--- src/rtl/acc_alu_pkg.sv ---
// Package: shared operation codes, flag bit positions and helpers for the
// accumulator ALU. Assumes an 8-bit data path with a fixed flag layout.
package acc_alu_pkg;

    localparam int DATA_W = 8;
    localparam int OP_W   = 5;

    // Flag bit positions; the core decodes these, so they are fixed.
    localparam int FLG_S  = 7;
    localparam int FLG_Z  = 6;
    localparam int FLG_AC = 4;
    localparam int FLG_P  = 2;
    localparam int FLG_CY = 0;

    typedef enum logic [OP_W-1:0] {
        OP_ADD  = 5'd0,
        OP_ADC  = 5'd1,
        OP_SUB  = 5'd2,
        OP_SBB  = 5'd3,
        OP_CMP  = 5'd4,
        OP_AND  = 5'd5,
        OP_OR   = 5'd6,
        OP_XOR  = 5'd7,
        OP_INC  = 5'd8,
        OP_DEC  = 5'd9,
        OP_RLC  = 5'd10,
        OP_RRC  = 5'd11,
        OP_RAL  = 5'd12,
        OP_RAR  = 5'd13,
        OP_CMA  = 5'd14,
        OP_STC  = 5'd15,
        OP_CMC  = 5'd16,
        OP_DAA  = 5'd17,
        OP_PAIR = 5'd18
    } alu_op_e;

    // Sign, zero and parity for an 8-bit result, placed in their flag bits.
    function automatic logic [7:0] szp_bits(input logic [7:0] v);
        logic [7:0] f;
        f         = '0;
        f[FLG_S]  = v[7];
        f[FLG_Z]  = (v == 8'h00);
        f[FLG_P]  = ~^v;
        return f;
    endfunction

    // Force the reserved flag bits to their fixed values.
    function automatic logic [7:0] fix_reserved(input logic [7:0] f);
        logic [7:0] r;
        r    = f;
        r[1] = 1'b1;
        r[3] = 1'b0;
        r[5] = 1'b0;
        return r;
    endfunction

endpackage

--- src/rtl/acc_alu_addsub.sv ---
// Module: 8-bit adder/subtractor with carry-in, producing carry (or borrow)
// and the auxiliary flag. For subtraction the auxiliary output is the
// inverse of the low-nibble borrow. Purely combinational.
module acc_alu_addsub #(
    parameter int W = 8
) (
    input  logic [W-1:0] a_i,
    input  logic [W-1:0] b_i,
    input  logic         cin_i,
    input  logic         sub_i,
    output logic [W-1:0] sum_o,
    output logic         cy_o,
    output logic         ac_o
);
    localparam int NIB = W / 2;

    logic [W:0]   full;
    logic [NIB:0] half;

    // Full-width and low-nibble arithmetic for both directions.
    always_comb begin
        if (sub_i) begin
            full = {1'b0, a_i} - {1'b0, b_i} - {{W{1'b0}}, cin_i};
            half = {1'b0, a_i[NIB-1:0]} - {1'b0, b_i[NIB-1:0]} - {{NIB{1'b0}}, cin_i};
            ac_o = ~half[NIB];
        end else begin
            full = {1'b0, a_i} + {1'b0, b_i} + {{W{1'b0}}, cin_i};
            half = {1'b0, a_i[NIB-1:0]} + {1'b0, b_i[NIB-1:0]} + {{NIB{1'b0}}, cin_i};
            ac_o = half[NIB];
        end
        sum_o = full[W-1:0];
        cy_o  = full[W];
    end

endmodule

--- src/rtl/acc_alu_bitops.sv ---
// Module: logical, rotate, complement and increment/decrement results with
// their carry and auxiliary outputs. Assumes op codes from acc_alu_pkg;
// ops it does not own return the accumulator and the incoming carry.
module acc_alu_bitops
    import acc_alu_pkg::*;
#(
    parameter int W = 8
) (
    input  alu_op_e      op_i,
    input  logic [W-1:0] a_i,
    input  logic [W-1:0] b_i,
    input  logic         cy_i,
    output logic [W-1:0] res_o,
    output logic         cy_o,
    output logic         ac_o
);
    localparam int NIB = W / 2;

    logic [W-1:0] or_v;
    logic [W-1:0] inc_v;
    logic [W-1:0] dec_v;

    assign or_v  = a_i | b_i;
    assign inc_v = b_i + {{(W-1){1'b0}}, 1'b1};
    assign dec_v = b_i - {{(W-1){1'b0}}, 1'b1};

    // Select the result and the two carry-type outputs per operation.
    always_comb begin
        res_o = a_i;
        cy_o  = cy_i;
        ac_o  = 1'b0;
        unique case (op_i)
            OP_AND: begin res_o = a_i & b_i; cy_o = 1'b0; ac_o = or_v[NIB-1]; end
            OP_OR:  begin res_o = or_v;      cy_o = 1'b0; end
            OP_XOR: begin res_o = a_i ^ b_i; cy_o = 1'b0; end
            OP_INC: begin res_o = inc_v; ac_o = (inc_v[NIB-1:0] == '0); end
            OP_DEC: begin res_o = dec_v; ac_o = (dec_v[NIB-1:0] != '1); end
            OP_RLC: begin res_o = {a_i[W-2:0], a_i[W-1]}; cy_o = a_i[W-1]; end
            OP_RRC: begin res_o = {a_i[0], a_i[W-1:1]};   cy_o = a_i[0];   end
            OP_RAL: begin res_o = {a_i[W-2:0], cy_i};     cy_o = a_i[W-1]; end
            OP_RAR: begin res_o = {cy_i, a_i[W-1:1]};     cy_o = a_i[0];   end
            OP_CMA: begin res_o = ~a_i; end
            default: ;
        endcase
    end

endmodule

--- src/rtl/acc_alu_decadj.sv ---
// Module: decimal-adjust correction select. Produces the value to add to
// the accumulator and whether carry must be forced. Combinational.
module acc_alu_decadj #(
    parameter int W = 8
) (
    input  logic [W-1:0] a_i,
    input  logic         ac_i,
    input  logic         cy_i,
    output logic [W-1:0] corr_o,
    output logic         cy_force_o
);
    localparam int NIB = W / 2;

    logic [NIB-1:0] lo;
    logic [NIB-1:0] hi;
    logic           lo_fix;
    logic           hi_fix;

    assign lo = a_i[NIB-1:0];
    assign hi = a_i[W-1:NIB];

    // Decide which nibble corrections apply.
    always_comb begin
        lo_fix     = ac_i || (lo > NIB'(9));
        hi_fix     = cy_i || (hi > NIB'(9)) || ((hi >= NIB'(9)) && (lo > NIB'(9)));
        corr_o     = {(hi_fix ? NIB'(6) : NIB'(0)), (lo_fix ? NIB'(6) : NIB'(0))};
        cy_force_o = hi_fix;
    end

endmodule

--- src/rtl/acc_alu.sv ---
// Module: accumulator ALU top. Combines the arithmetic, bit-operation and
// decimal-adjust units, builds the flag byte and registers the results one
// cycle after each accepted request. Assumes in_valid is low during reset.
module acc_alu
    import acc_alu_pkg::*;
#(
    parameter int W = DATA_W,
    parameter int PW = 2 * DATA_W
) (
    input  logic          clk,
    input  logic          rst_n,
    input  logic          in_valid,
    input  logic [4:0]    op_i,
    input  logic [W-1:0]  acc_i,
    input  logic [W-1:0]  opnd_i,
    input  logic [7:0]    flags_i,
    input  logic [PW-1:0] pair_a_i,
    input  logic [PW-1:0] pair_b_i,
    output logic          out_valid,
    output logic [W-1:0]  res_o,
    output logic [7:0]    flags_o,
    output logic [PW-1:0] pair_o
);
    alu_op_e       op;
    logic          cy_in;
    logic          ac_in;

    logic [W-1:0]  as_a, as_b, as_sum;
    logic          as_cin, as_sub, as_cy, as_ac;

    logic [W-1:0]  bo_res;
    logic          bo_cy, bo_ac;

    logic [W-1:0]  da_corr;
    logic          da_force;

    logic [PW:0]   pair_sum;

    logic [W-1:0]  res_d;
    logic [7:0]    flags_d;
    logic [PW-1:0] pair_d;

    assign op       = alu_op_e'(op_i);
    assign cy_in    = flags_i[FLG_CY];
    assign ac_in    = flags_i[FLG_AC];
    assign pair_sum = {1'b0, pair_a_i} + {1'b0, pair_b_i};

    acc_alu_addsub #(.W(W)) u_addsub (
        .a_i   (as_a),
        .b_i   (as_b),
        .cin_i (as_cin),
        .sub_i (as_sub),
        .sum_o (as_sum),
        .cy_o  (as_cy),
        .ac_o  (as_ac)
    );

    acc_alu_bitops #(.W(W)) u_bitops (
        .op_i  (op),
        .a_i   (acc_i),
        .b_i   (opnd_i),
        .cy_i  (cy_in),
        .res_o (bo_res),
        .cy_o  (bo_cy),
        .ac_o  (bo_ac)
    );

    acc_alu_decadj #(.W(W)) u_decadj (
        .a_i        (acc_i),
        .ac_i       (ac_in),
        .cy_i       (cy_in),
        .corr_o     (da_corr),
        .cy_force_o (da_force)
    );

    // Steer the shared adder: operand or decimal correction, carry-in, direction.
    always_comb begin
        as_a   = acc_i;
        as_b   = opnd_i;
        as_cin = 1'b0;
        as_sub = 1'b0;
        unique case (op)
            OP_ADC:         as_cin = cy_in;
            OP_SUB, OP_CMP: as_sub = 1'b1;
            OP_SBB: begin   as_sub = 1'b1; as_cin = cy_in; end
            OP_DAA:         as_b   = da_corr;
            default: ;
        endcase
    end

    // Build next result, flag byte and pair value for the selected op.
    always_comb begin
        res_d   = acc_i;
        flags_d = flags_i;
        pair_d  = pair_a_i;
        unique case (op)
            OP_ADD, OP_ADC, OP_SUB, OP_SBB, OP_CMP: begin
                res_d            = (op == OP_CMP) ? acc_i : as_sum;
                flags_d          = szp_bits(as_sum);
                flags_d[FLG_AC]  = as_ac;
                flags_d[FLG_CY]  = as_cy;
            end
            OP_AND, OP_OR, OP_XOR, OP_INC, OP_DEC: begin
                res_d            = bo_res;
                flags_d          = szp_bits(bo_res);
                flags_d[FLG_AC]  = bo_ac;
                flags_d[FLG_CY]  = bo_cy;
            end
            OP_RLC, OP_RRC, OP_RAL, OP_RAR, OP_CMA: begin
                res_d            = bo_res;
                flags_d[FLG_CY]  = bo_cy;
            end
            OP_STC: flags_d[FLG_CY] = 1'b1;
            OP_CMC: flags_d[FLG_CY] = ~cy_in;
            OP_DAA: begin
                res_d            = as_sum;
                flags_d          = szp_bits(as_sum);
                flags_d[FLG_AC]  = as_ac;
                flags_d[FLG_CY]  = cy_in | da_force;
            end
            OP_PAIR: begin
                pair_d           = pair_sum[PW-1:0];
                flags_d[FLG_CY]  = pair_sum[PW];
            end
            default: ;
        endcase
        flags_d = fix_reserved(flags_d);
    end

    // Output registers: capture on accepted request, hold otherwise.
    always_ff @(posedge clk) begin
        if (!rst_n) begin
            out_valid <= 1'b0;
            res_o     <= '0;
            flags_o   <= 8'h02;
            pair_o    <= '0;
        end else begin
            out_valid <= in_valid;
            if (in_valid) begin
                res_o   <= res_d;
                flags_o <= flags_d;
                pair_o  <= pair_d;
            end
        end
    end

    AST_RESERVED_BITS: assert property (@(posedge clk) disable iff (!rst_n)
        $past(rst_n) |-> (flags_o[1] && !flags_o[3] && !flags_o[5]));

    AST_CMP_KEEPS_ACC: assert property (@(posedge clk) disable iff (!rst_n)
        ($past(rst_n) && $past(in_valid) && $past(op_i) == 5'd4) |-> res_o == $past(acc_i));

    AST_LOGIC_CLEARS_CY: assert property (@(posedge clk) disable iff (!rst_n)
        ($past(rst_n) && $past(in_valid) && $past(op_i) >= 5'd5 && $past(op_i) <= 5'd7)
        |-> !flags_o[FLG_CY]);

    AST_INCDEC_KEEPS_CY: assert property (@(posedge clk) disable iff (!rst_n)
        ($past(rst_n) && $past(in_valid) && ($past(op_i) == 5'd8 || $past(op_i) == 5'd9))
        |-> flags_o[FLG_CY] == $past(flags_i[FLG_CY]));

    AST_CMA_KEEPS_FLAGS: assert property (@(posedge clk) disable iff (!rst_n)
        ($past(rst_n) && $past(in_valid) && $past(op_i) == 5'd14)
        |-> (flags_o[7:6] == $past(flags_i[7:6]) && flags_o[4] == $past(flags_i[4])
             && flags_o[2] == $past(flags_i[2]) && flags_o[0] == $past(flags_i[0])));

    AST_PAIR_ONLY_CY: assert property (@(posedge clk) disable iff (!rst_n)
        ($past(rst_n) && $past(in_valid) && $past(op_i) == 5'd18)
        |-> (flags_o[7:6] == $past(flags_i[7:6]) && flags_o[4] == $past(flags_i[4])
             && flags_o[2] == $past(flags_i[2]) && res_o == $past(acc_i)));

    AST_IDLE_HOLDS: assert property (@(posedge clk) disable iff (!rst_n)
        ($past(rst_n) && !$past(in_valid))
        |-> (!out_valid && $stable(res_o) && $stable(flags_o) && $stable(pair_o)));

endmodule

--- config.mk ---
export PLATFORM = sky130hd
export DESIGN_NAME = acc_alu
export DESIGN_NICKNAME = d
export VERILOG_FILES = /design/src/rtl/acc_alu_pkg.sv /design/src/rtl/acc_alu_addsub.sv /design/src/rtl/acc_alu_bitops.sv /design/src/rtl/acc_alu_decadj.sv /design/src/rtl/acc_alu.sv
export SDC_FILE = /design/constraint.sdc
export NUM_CORES = 1
export LEC_CHECK = 0
export CAP_MARGIN = 25
export CORE_ASPECT_RATIO = 2
export CORE_MARGIN = 2
export CORE_UTILIZATION = 40
export CTS_BUF_LIST = sky130_fd_sc_hd__clkbuf_8
export CTS_CLUSTER_DIAMETER = 80
export DETAILED_ROUTE_END_ITERATION = 12
export GPL_ROUTABILITY_DRIVEN = 0
export SETUP_SLACK_MARGIN = 0.4
export SLEW_MARGIN = 20
export SYNTH_ARGS = -nofsm -noshare
export SYNTH_HDL_FRONTEND = slang
export SYNTH_SLANG_ARGS = --single-unit
--- constraint.sdc ---
create_clock -name clk -period 5.8 [get_ports clk]
set_input_delay 0.87 -clock clk [delete_from_list [all_inputs] [get_ports clk]]
set_output_delay 0.87 -clock clk [all_outputs]
set_load 0.1 [all_outputs]
==> flow_summary.yaml, run 1 <==
timing:
  fmax_mhz: 205
  relSlewSlack_pct: 30.5
  finalSetupViolations: 0
  final_hold_viol_count: 0
  skew_ns: 0
  fin_ws_ns: 0.917
  rsz0062_at_grt: "false"
  tns_ns: 0
  finalCritPeriodShare_pct: 84.2
  worst_pin_slew_ns: 1.04
  min_period_ns: 4.88
  slew_viol_final: 0
clock_tree:
  post_cts_buffers: 0
  clock-sinks: 30
  numCtsBuffers: 5
  clk_latency_ns: 0.28
  cts-root-buf: "clkbuf_8"
  cts_tree: "yes"
  clkTransAtPathRegs_ns: 0.07
  cts-hold-fix-buffers: 0
  post_cts_resized: 0
  clk_path_buf_depth: 2
  htreeDepth: 2
worst_setup_path:
  worst-path-buf-inv: 2
  crit_cells: 20
  cp_slowest_cell: "fa_1"
  crit_arrival_ns: 5.03
  crit_path_start_kind: "primary input"
  reg2reg_depth: 3
  r2r-start: "flags_o[7]$_SDFFE_PN0P_"
  worstPathRequired_ns: 5.95
  path_cells: "clkdlybuf4s50_1 -> nor2_1 -> nand4b_1 -> and2_1 -> fa_1 -> inv_1 -> ha_1 -> nor2_1 -> fa_1 -> nand2_1 -> a31o_2 -> a21oi_1 -> xnor2_1 -> o21ai_0 -> ha_1 -> xnor2_1 -> xnor2_1 -> o22ai_1 -> a21oi_1 -> a21oi_1"
  critPathTopFamily: "adder cells"
  cpPeakStageDelay_ns: 0.53
  cp_max_fo: 5
  r2r-end: "flags_o[7]$_SDFFE_PN0P_"
  criticalPathCategory: "primary input to flip-flop"
  r2r_setup_slack_ns: 4.96
  critPathLaunch: "op_i[3]"
  end_kind: "flip-flop"
  critPathCapture: "flags_o[2]$_SDFFE_PN0P_"
finish:
  nets: 844
  num_antenna_cells: 0
  drive_above_1_share_pct: 6.32
  area_growth_pct: 24.7
route:
  drt_first_pass_iters: 4
  vias: 4884
  wl_per_cell_microns: 17.0
  routed_wl_microns: 14500
  via_per_inst: 5.70
  ant_nets: 0
  drc: 0
  drtIter0Drc: 227
synth:
  yosysWarnings: 0
  ys_ff_latch: 30
  avgSynthCellArea_sq_um: 7.39
  synth_cell_type_count: 72
  synthFlopType: "dfxtp_1"
  syn_area_sq_um: 4700
  postSynthCellCount: 636
  ys_async_sr_fraction_pct: 0
  yosysSeqAreaShare_pct: 12.8
  synth-edff-count: 0
floorplan:
  ios: 97
  die_h_microns: 157
  die_w_microns: 80.6
  initial_core_util_pct: 40.6
  row_count: 56
  core-area_sq_um: 11600
  dieArea_sq_um: 12700
grt:
  grt_overflow: 0
  grt_pass1_vias: 4570
  grt_max_degree: 63
  grt_usage_pct: 23.2
  grt_pass1_wl_microns: 23400
  antenna_found_initial: 0
outcome:
  run_status: "finished, final reports clean"
power:
  total_leakage_power_nw: 2.47
  p_per_area_nw_per_um2: 182
  max-vdd-ir-drop_mv: 0.109
place:
  dp_slack_ns: 0.638
  port_buffers: 90
  dpl.hpwl_microns: 11500
hold_path:
  worstHoldStart: "pair_o[1]$_SDFFE_PN0P_"
  hp-class: "flip-flop to flip-flop"
run:
  cap_violations: 0
cells in the final DEF, fill, tap and decap left out, types with 6 or more instances in the layout:
cell type / Yosys / routed
o221ai_1: 6 / 6
xnor2_1: 25 / 25
dfxtp_1: 30 / 30
o22ai_1: 12 / 12
a21o_1: 12 / 12
a21oi_1: 54 / 54
clkdlybuf4s50_1: 0 / 89
and2_1: 11 / 11
buf_4: 5 / 17
nor3_1: 9 / 9
nand2b_1: 9 / 9
o21a_1: 7 / 7
xor2_1: 11 / 11
clkbuf_8: 0 / 8
mux2i_1: 11 / 11
o211ai_1: 7 / 7
a311oi_1: 6 / 6
nand3_1: 11 / 11
nand2_1: 53 / 53
nand4_1: 6 / 6
o21ai_0: 40 / 40
a211oi_1: 8 / 8
inv_1: 42 / 42
ha_1: 64 / 64
nor2_1: 41 / 41
a31oi_1: 15 / 15
and3_1: 6 / 6
nor2b_1: 9 / 9
flip-flops by register name, indices dropped and copies added, names as in the netlist:
| name | cells |
|---|---|
| flags_o | 5 |
| out_valid | 1 |
| pair_o | 16 |
| res_o | 8 |
stage by stage:
step	power [mW]	instance area [sq um]	cells	utilization (%)	hold slack, ns
floorplan	0.691	4700	637	-	0.898
global placement	0.858	5720	847	49.4	0.469
detailed placement	0.864	5720	847	49.4	0.470
CTS	1.07	5830	855	50.4	0.487
global route	1.14	5860	857	50.7	0.513
finish	1.07	5860	857	50.7	0.483
area by class of cell:
cell class	instances	area [sq um]
tap	145	181
multi-input combinational	521	3740
timing repair buffer	109	1050
clock buffer	8	110
sequential	30	601
fill	1195	5700
inverter	44	165
logic make-up after synthesis:
group                      share of synthesized area [%]
other                                              0.160
AOI/OAI and AO/OA                                   30.5
xor gates and xnor gates                            6.71
buffers and inverters                               7.59
adders and majority gates                           19.2
muxes                                               3.06
DFF                                                 12.8
and+or+nand+nor                                     20.0
worst min path at each step:
| stage | depth (start not counted) | slack, ns | to |
|---|---|---|---|
| finish | 2 | 0.48 | pair_o[1]$_SDFFE_PN0P_ |
| detailed placement | 2 | 0.47 | flags_o[0]$_SDFFE_PN0P_ |
| global route | 2 | 0.51 | pair_o[2]$_SDFFE_PN0P_ |
| global placement | 2 | 0.47 | flags_o[0]$_SDFFE_PN0P_ |
| floorplan | 2 | 0.90 | flags_o[0]$_SDFFE_PN0P_ |
| CTS | 2 | 0.49 | pair_o[1]$_SDFFE_PN0P_ |
cell usage after synthesis, drive strengths merged, types with 12 or more instances:
library cell	instances	share of area, %
a21o	12	1.9
a21oi	54	5.8
a31oi	15	2.0
buf	12	1.7
clkbuf	30	2.4
dfxtp	30	13
ha	64	17
inv	42	3.4
nand2	53	4.2
nor2	41	3.3
o21ai	43	4.8
o22ai	13	1.9
xnor2	25	4.7
worst reg2reg max path, cell delays in order, from the launching register on:
cell and delay, ns:
dfxtp_1 0.32, nor2b_1 0.13, a31oi_1 0.18, o22ai_2 0.09
power by group:
group	internal [mW]	switching, mW
logic	0.242	0.392
clock network	0.120	0.0817
registers	0.223	0.00802
per-layer routing:
layer / global-route usage, % / wire length (microns)
met1: 31.2 / 6580
met2: 40.3 / 7150
met3: 2.41 / 642
met4: 3.47 / 176
met5: 0 / 0
(Power assumes the default switching activity.)
==> run 2, diff against run 1 <==
--- a/config.mk
+++ b/config.mk
@@ -13,6 +13,7 @@
 export CTS_CLUSTER_DIAMETER = 80
 export DETAILED_ROUTE_END_ITERATION = 12
 export GPL_ROUTABILITY_DRIVEN = 0
+export PLACE_DENSITY = 0.67
 export SETUP_SLACK_MARGIN = 0.4
 export SLEW_MARGIN = 20
 export SYNTH_ARGS = -nofsm -noshare
==> constraint.sdc (replaced) <==
create_clock -name clk -period 3.9 [get_ports clk]
set_input_delay 0.585 -clock clk [delete_from_list [all_inputs] [get_ports clk]]
set_output_delay 0.585 -clock clk [all_outputs]
set_load 0.1 [all_outputs]
==> flow_summary.yaml, run 2 (synthesized netlist as in run 1, its figures left out) <==
timing:
  fmax_mhz: 269
  relSlewSlack_pct: 32.5
  worst_pin_slew_ns: 1.01
  slew_viol_final: 0
  finalSetupViolations: 0
  finalCritPeriodShare_pct: 95.3
  final_hold_viol_count: 0
  holdWs_ns: 0.490
  fin_ws_ns: 0.185
  rsz0062_at_grt: "true"
  min_period_ns: 3.72
  skew_ns: 0
route:
  wl_per_cell_microns: 17.1
  routed_wl_microns: 16400
  drc: 0
  drt_first_pass_iters: 5
  vias: 5417
  ant_nets: 0
  drtIter0Drc: 228
  via_per_inst: 5.63
finish:
  reg.largest.list: "pair_o x16, res_o x8, flags_o x5"
  area_growth_pct: 45.5
  design_area_sq_um: 6830
  final_common_cell: "buf_4"
  drive_above_1_share_pct: 23.7
  nets: 949
  largest_reg_flops: 16
  final_cell_mix: "buf_4 (120), clkdlybuf4s50_1 (75), ha_1 (54)"
  num_antenna_cells: 0
  postLayoutCoreUtil_pct: 59.1
  top_register: "pair_o"
power:
  total_leakage_power_nw: 3.01
  p_comb_share_pct: 66.9
  p_switching_mw: 0.798
  intPower_mw: 1.03
  max-vdd-ir-drop_mv: 0.219
  seq_power_share_pct: 18.9
  p_sw_share_pct: 43.8
  p_per_area_nw_per_um2: 267
  p_clk_share_pct: 14.2
  p_total_mw: 1.82
hold_path:
  hp-class: "flip-flop to flip-flop"
  hold_depth: 2
clock_tree:
  cts-hold-fix-buffers: 0
  numCtsBuffers: 5
  cts_tree: "yes"
  clk_latency_ns: 0.27
  clkTransAtPathRegs_ns: 0.07
  clk_path_buf_depth: 2
  clock-sinks: 30
  cts-root-buf: "clkbuf_8"
  htreeDepth: 2
worst_setup_path:
  crit_arrival_ns: 3.86
  end_kind: "flip-flop"
  criticalPathCategory: "primary input to flip-flop"
  cp_max_fo: 2
  worstPathRequired_ns: 4.05
  reg2reg_depth: 3
  crit_path_start_kind: "primary input"
grt:
  grt_pass1_wl_microns: 26200
  grt_max_degree: 33
  grt_pass1_vias: 5245
  grt_overflow: 0
  antenna_found_initial: 0
  grt_usage_pct: 25.9
place:
  dpl.hpwl_microns: 12800
  dp_slack_ns: -0.551
  port_buffers: 90
  placed_cell_area_sq_um: 6420
floorplan:
  ios: 97
  die_w_microns: 80.6
  die_h_microns: 157
  core-area_sq_um: 11600
  dieArea_sq_um: 12700
  row_count: 56
  initial_core_util_pct: 40.6
run:
  cap_violations: 0
outcome:
  run_status: "finished, final reports clean"
==> run 2: area by class of cell <==
cell class,count,area (sq um)
Clock buffer,6,82.6
Clock inverter,2,8.76
Fill cell,1060,4730
Inverter,44,168
Multi-Input combinational cell,521,3970
Sequential cell,30,601
Tap cell,145,181
Timing Repair Buffer,214,1820
==> run 2: routing by layer <==
metal | wire, microns | track usage (%) | up-vias
met5 | 0 | 0 | -
met4 | 651 | 10.0 | 0
met3 | 707 | 3.61 | 40
met2 | 7970 | 43.7 | 163
met1 | 7120 | 32.7 | 2537
li1 | - | - | 2677
==> run 2: worst paths after layout <==
kind	start	endpoint	slack (ns)
min reg2reg	pair_o[4]$_SDFFE_PN0P_	pair_o[4]$_SDFFE_PN0P_	0.49
min	pair_o[4]$_SDFFE_PN0P_	pair_o[4]$_SDFFE_PN0P_	0.49
max reg2reg	flags_o[7]$_SDFFE_PN0P_	flags_o[7]$_SDFFE_PN0P_	3.05
max	op_i[2]	flags_o[2]$_SDFFE_PN0P_	0.18
==> run 2: worst max-delay path, stage by stage <==
cell and delay [ns]:
buf_6 0.10, nor2_4 0.10, nand4b_1 0.18, and2_4 0.20
fa_1 0.51, inv_1 0.05, ha_2 0.18, nor2_2 0.11
fa_2 0.22, nand2_2 0.08, a31o_4 0.24, a21oi_4 0.13
xnor2_2 0.11, o21ai_2 0.13, ha_2 0.30, xnor2_2 0.14
xnor2_1 0.17, o22ai_1 0.09, a21oi_1 0.13, a21oi_1 0.08
==> run 2: power by group through the flow <==
stage | sequential (mW) | clock (mW) | combinational [mW]
after floorplan | 0.523 | 0 | 0.513
after global placement | 0.349 | 0 | 1.04
after detailed placement | 0.351 | 0 | 1.05
after CTS | 0.344 | 0.264 | 1.16
after global routing | 0.346 | 0.278 | 1.31
final | 0.344 | 0.259 | 1.22
==> run 2: what timing repair did <==
item                       CTS  global route
gates resized for setup     71            17
setup buffers               16             1
hold endpoints to repair     0             0
setup endpoints to repair    9             6
gates cloned                 0             0
pin swaps                   26            10
==> run 2: metrics by stage <==
stage | cells | TNS [ns]
2_1_floorplan | 637 | -0.249
3_5_place_dp | 937 | -1.16
5_1_grt | 962 | 0
3_3_place_gp | 937 | -0.903
6_report | 962 | 0
4_1_cts | 961 | 0
==> run 3, diff against run 2 <==
--- a/config.mk
+++ b/config.mk
@@ -10,10 +10,11 @@
 export CORE_MARGIN = 2
 export CORE_UTILIZATION = 40
 export CTS_BUF_LIST = sky130_fd_sc_hd__clkbuf_8
-export CTS_CLUSTER_DIAMETER = 80
+export CTS_CLUSTER_DIAMETER = 50
 export DETAILED_ROUTE_END_ITERATION = 12
-export GPL_ROUTABILITY_DRIVEN = 0
+export GPL_ROUTABILITY_DRIVEN = 1
 export PLACE_DENSITY = 0.67
+export RECOVER_POWER = 100
 export SETUP_SLACK_MARGIN = 0.4
 export SLEW_MARGIN = 20
 export SYNTH_ARGS = -nofsm -noshare
==> flow_summary.yaml, run 3 (synthesized netlist as in run 1, its figures left out) <==
power:
  p_clk_share_pct: 13.9
  total_leakage_power_nw: 2.98
  p_switching_mw: 0.763
  intPower_mw: 0.922
  max-vdd-ir-drop_mv: 0.183
  p_sw_share_pct: 45.3
  p_per_area_nw_per_um2: 253
  seq_power_share_pct: 20.3
  p_total_mw: 1.68
  p_comb_share_pct: 65.8
clock_tree:
  cts_tree: "yes"
  clock-sinks: 30
  clkTransAtPathRegs_ns: 0.07
  cts-root-buf: "clkbuf_8"
  clk_latency_ns: 0.27
  clk_path_buf_depth: 2
  htreeDepth: 2
  numCtsBuffers: 5
worst_setup_path:
  crit_path_start_kind: "primary input"
  worst-path-buf-inv: 2
  critPathTopFamily: "compound AO/OA/AOI/OAI gates"
  r2r-start: "flags_o[7]$_SDFFE_PN0P_"
  cpPeakStageDelay_ns: 0.37
  path_cells: "buf_2 -> o21a_1 -> a211o_1 -> a21oi_2 -> nor2_2 -> a21o_1 -> ha_4 -> inv_2 -> ha_4 -> nand2_1 -> o21a_1 -> a31oi_1 -> xor2_1 -> mux2i_1 -> ha_2 -> xnor2_2 -> xnor2_1 -> o22ai_1 -> a21oi_1 -> a21oi_1"
  reg2reg_depth: 3
  criticalPathCategory: "primary input to flip-flop"
  worstPathRequired_ns: 4.04
  r2r_setup_slack_ns: 3.06
  r2r-end: "flags_o[7]$_SDFFE_PN0P_"
  cp_max_fo: 3
  crit_arrival_ns: 3.87
  end_kind: "flip-flop"
  cp_slowest_cell: "ha_2"
timing:
  skew_ns: 0
  final_hold_viol_count: 0
  rsz0062_at_grt: "true"
  finalSetupViolations: 0
  slew_viol_final: 0
  worst_pin_slew_ns: 1.04
  finalCritPeriodShare_pct: 95.6
  fin_ws_ns: 0.173
  fmax_mhz: 268
  min_period_ns: 3.73
  relSlewSlack_pct: 30.6
finish:
  drive_above_1_share_pct: 21.8
  top_register: "pair_o"
  area_growth_pct: 41.5
  final_cell_mix: "buf_4 (107), ha_1 (55), nand2_1 (52)"
  nets: 934
  postLayoutCoreUtil_pct: 57.5
  design_area_sq_um: 6650
  largest_reg_flops: 16
  reg.largest.list: "pair_o x16, res_o x8, flags_o x5"
  fillCellCount: 1111
  final_common_cell: "buf_4"
  num_antenna_cells: 0
grt:
  met1_usage_pct: 33.1
  use_met3_pct: 3.38
  grt_overflow: 0
  grt_usage_pct: 25.4
  grt_use_met2_pct: 42.7
  grt_busiest_layer: "met2"
  grt_max_degree: 33
  grt_pass1_wl_microns: 25400
  antenna_found_initial: 0
  grt_pass1_vias: 5079
route:
  drt_first_pass_iters: 5
  routed_wl_microns: 16200
  via_per_inst: 5.65
  drc: 0
  wl_per_cell_microns: 17.1
  ant_nets: 0
  vias: 5345
  drtIter0Drc: 274
place:
  placed_cell_area_sq_um: 6390
  place_congestion: 0.979
  port_buffers: 90
  dp_slack_ns: -0.603
  dpl.hpwl_microns: 13000
floorplan:
  ios: 97
  row_count: 56
  die_h_microns: 157
  core-area_sq_um: 11600
  initial_core_util_pct: 40.6
  dieArea_sq_um: 12700
  die_w_microns: 80.6
hold_path:
  hold_depth: 2
  worstHoldStart: "pair_o[0]$_SDFFE_PN0P_"
  hp-class: "flip-flop to flip-flop"
  min_to: "pair_o[0]$_SDFFE_PN0P_"
run:
  cap_violations: 0
outcome:
  run_status: "finished, final reports clean"
==> run 3: worst max-delay path by stage <==
stage | startpoint | to | slack, ns | cells past startpoint
after detailed placement | op_i[3] | flags_o[2]$_SDFFE_PN0P_ | -0.60 | 18
after global routing | op_i[2] | flags_o[2]$_SDFFE_PN0P_ | 0.02 | 20
final | acc_i[2] | flags_o[2]$_SDFFE_PN0P_ | 0.17 | 20
after CTS | op_i[2] | flags_o[2]$_SDFFE_PN0P_ | 0.20 | 20
after global placement | op_i[3] | flags_o[2]$_SDFFE_PN0P_ | -0.50 | 18
after floorplan | op_i[1] | flags_o[2]$_SDFFE_PN0P_ | -0.25 | 21
==> run 3: metrics by stage <==
step / cells / hold slack [ns] / setup TNS [ns]
floorplan: 637 / 0.719 / -0.249
global placement: 933 / 0.468 / -1.07
detailed placement: 933 / 0.467 / -1.45
CTS: 946 / 0.487 / 0
global route: 946 / 0.500 / 0
finish: 946 / 0.479 / 0
==> run 3: timing repair <==
| action | in CTS | in global routing |
|---|---|---|
| hold endpoints to repair | 0 | 0 |
| setup buffers | 6 | 0 |
| gates resized for setup | 69 | 6 |
| hold buffers | 0 | 0 |
| pin swaps | 25 | 8 |
| setup endpoints to repair | 7 | 3 |
==> run 3: power by group through the flow <==
stage / sequential [mW] / combinational, mW / clock, mW
after detailed placement: 0.350 / 1.05 / 0
final: 0.342 / 1.11 / 0.233
after global placement: 0.349 / 1.04 / 0
after floorplan: 0.523 / 0.513 / 0
after CTS: 0.343 / 1.11 / 0.241
after global routing: 0.344 / 1.20 / 0.257
==> run 3: per-layer routing <==
metal	routed length, microns	vias up
met1	6970	2502
met2	7830	165
met3	866	28
li1	-	2650
met5	0	-
met4	513	0
==> run 3: layout make-up <==
cell class / count / area [sq um] / area share (%)
clock buffer: 5 / 68.8 / 1.04
timing repair buffer: 199 / 1680 / 25.3
multi-input combinational: 521 / 3940 / 59.3
sequential: 30 / 601 / 9.03
clock inverter: 2 / 10.0 / 0.151
tap: 145 / 181 / 2.73
inverter: 44 / 166 / 2.50
==> run 3: worst register-to-register path: stages (launching register included) <==
cell	delay (ns)
dfxtp_1	0.31
nor2b_1	0.12
a31oi_1	0.21
o22ai_2	0.09
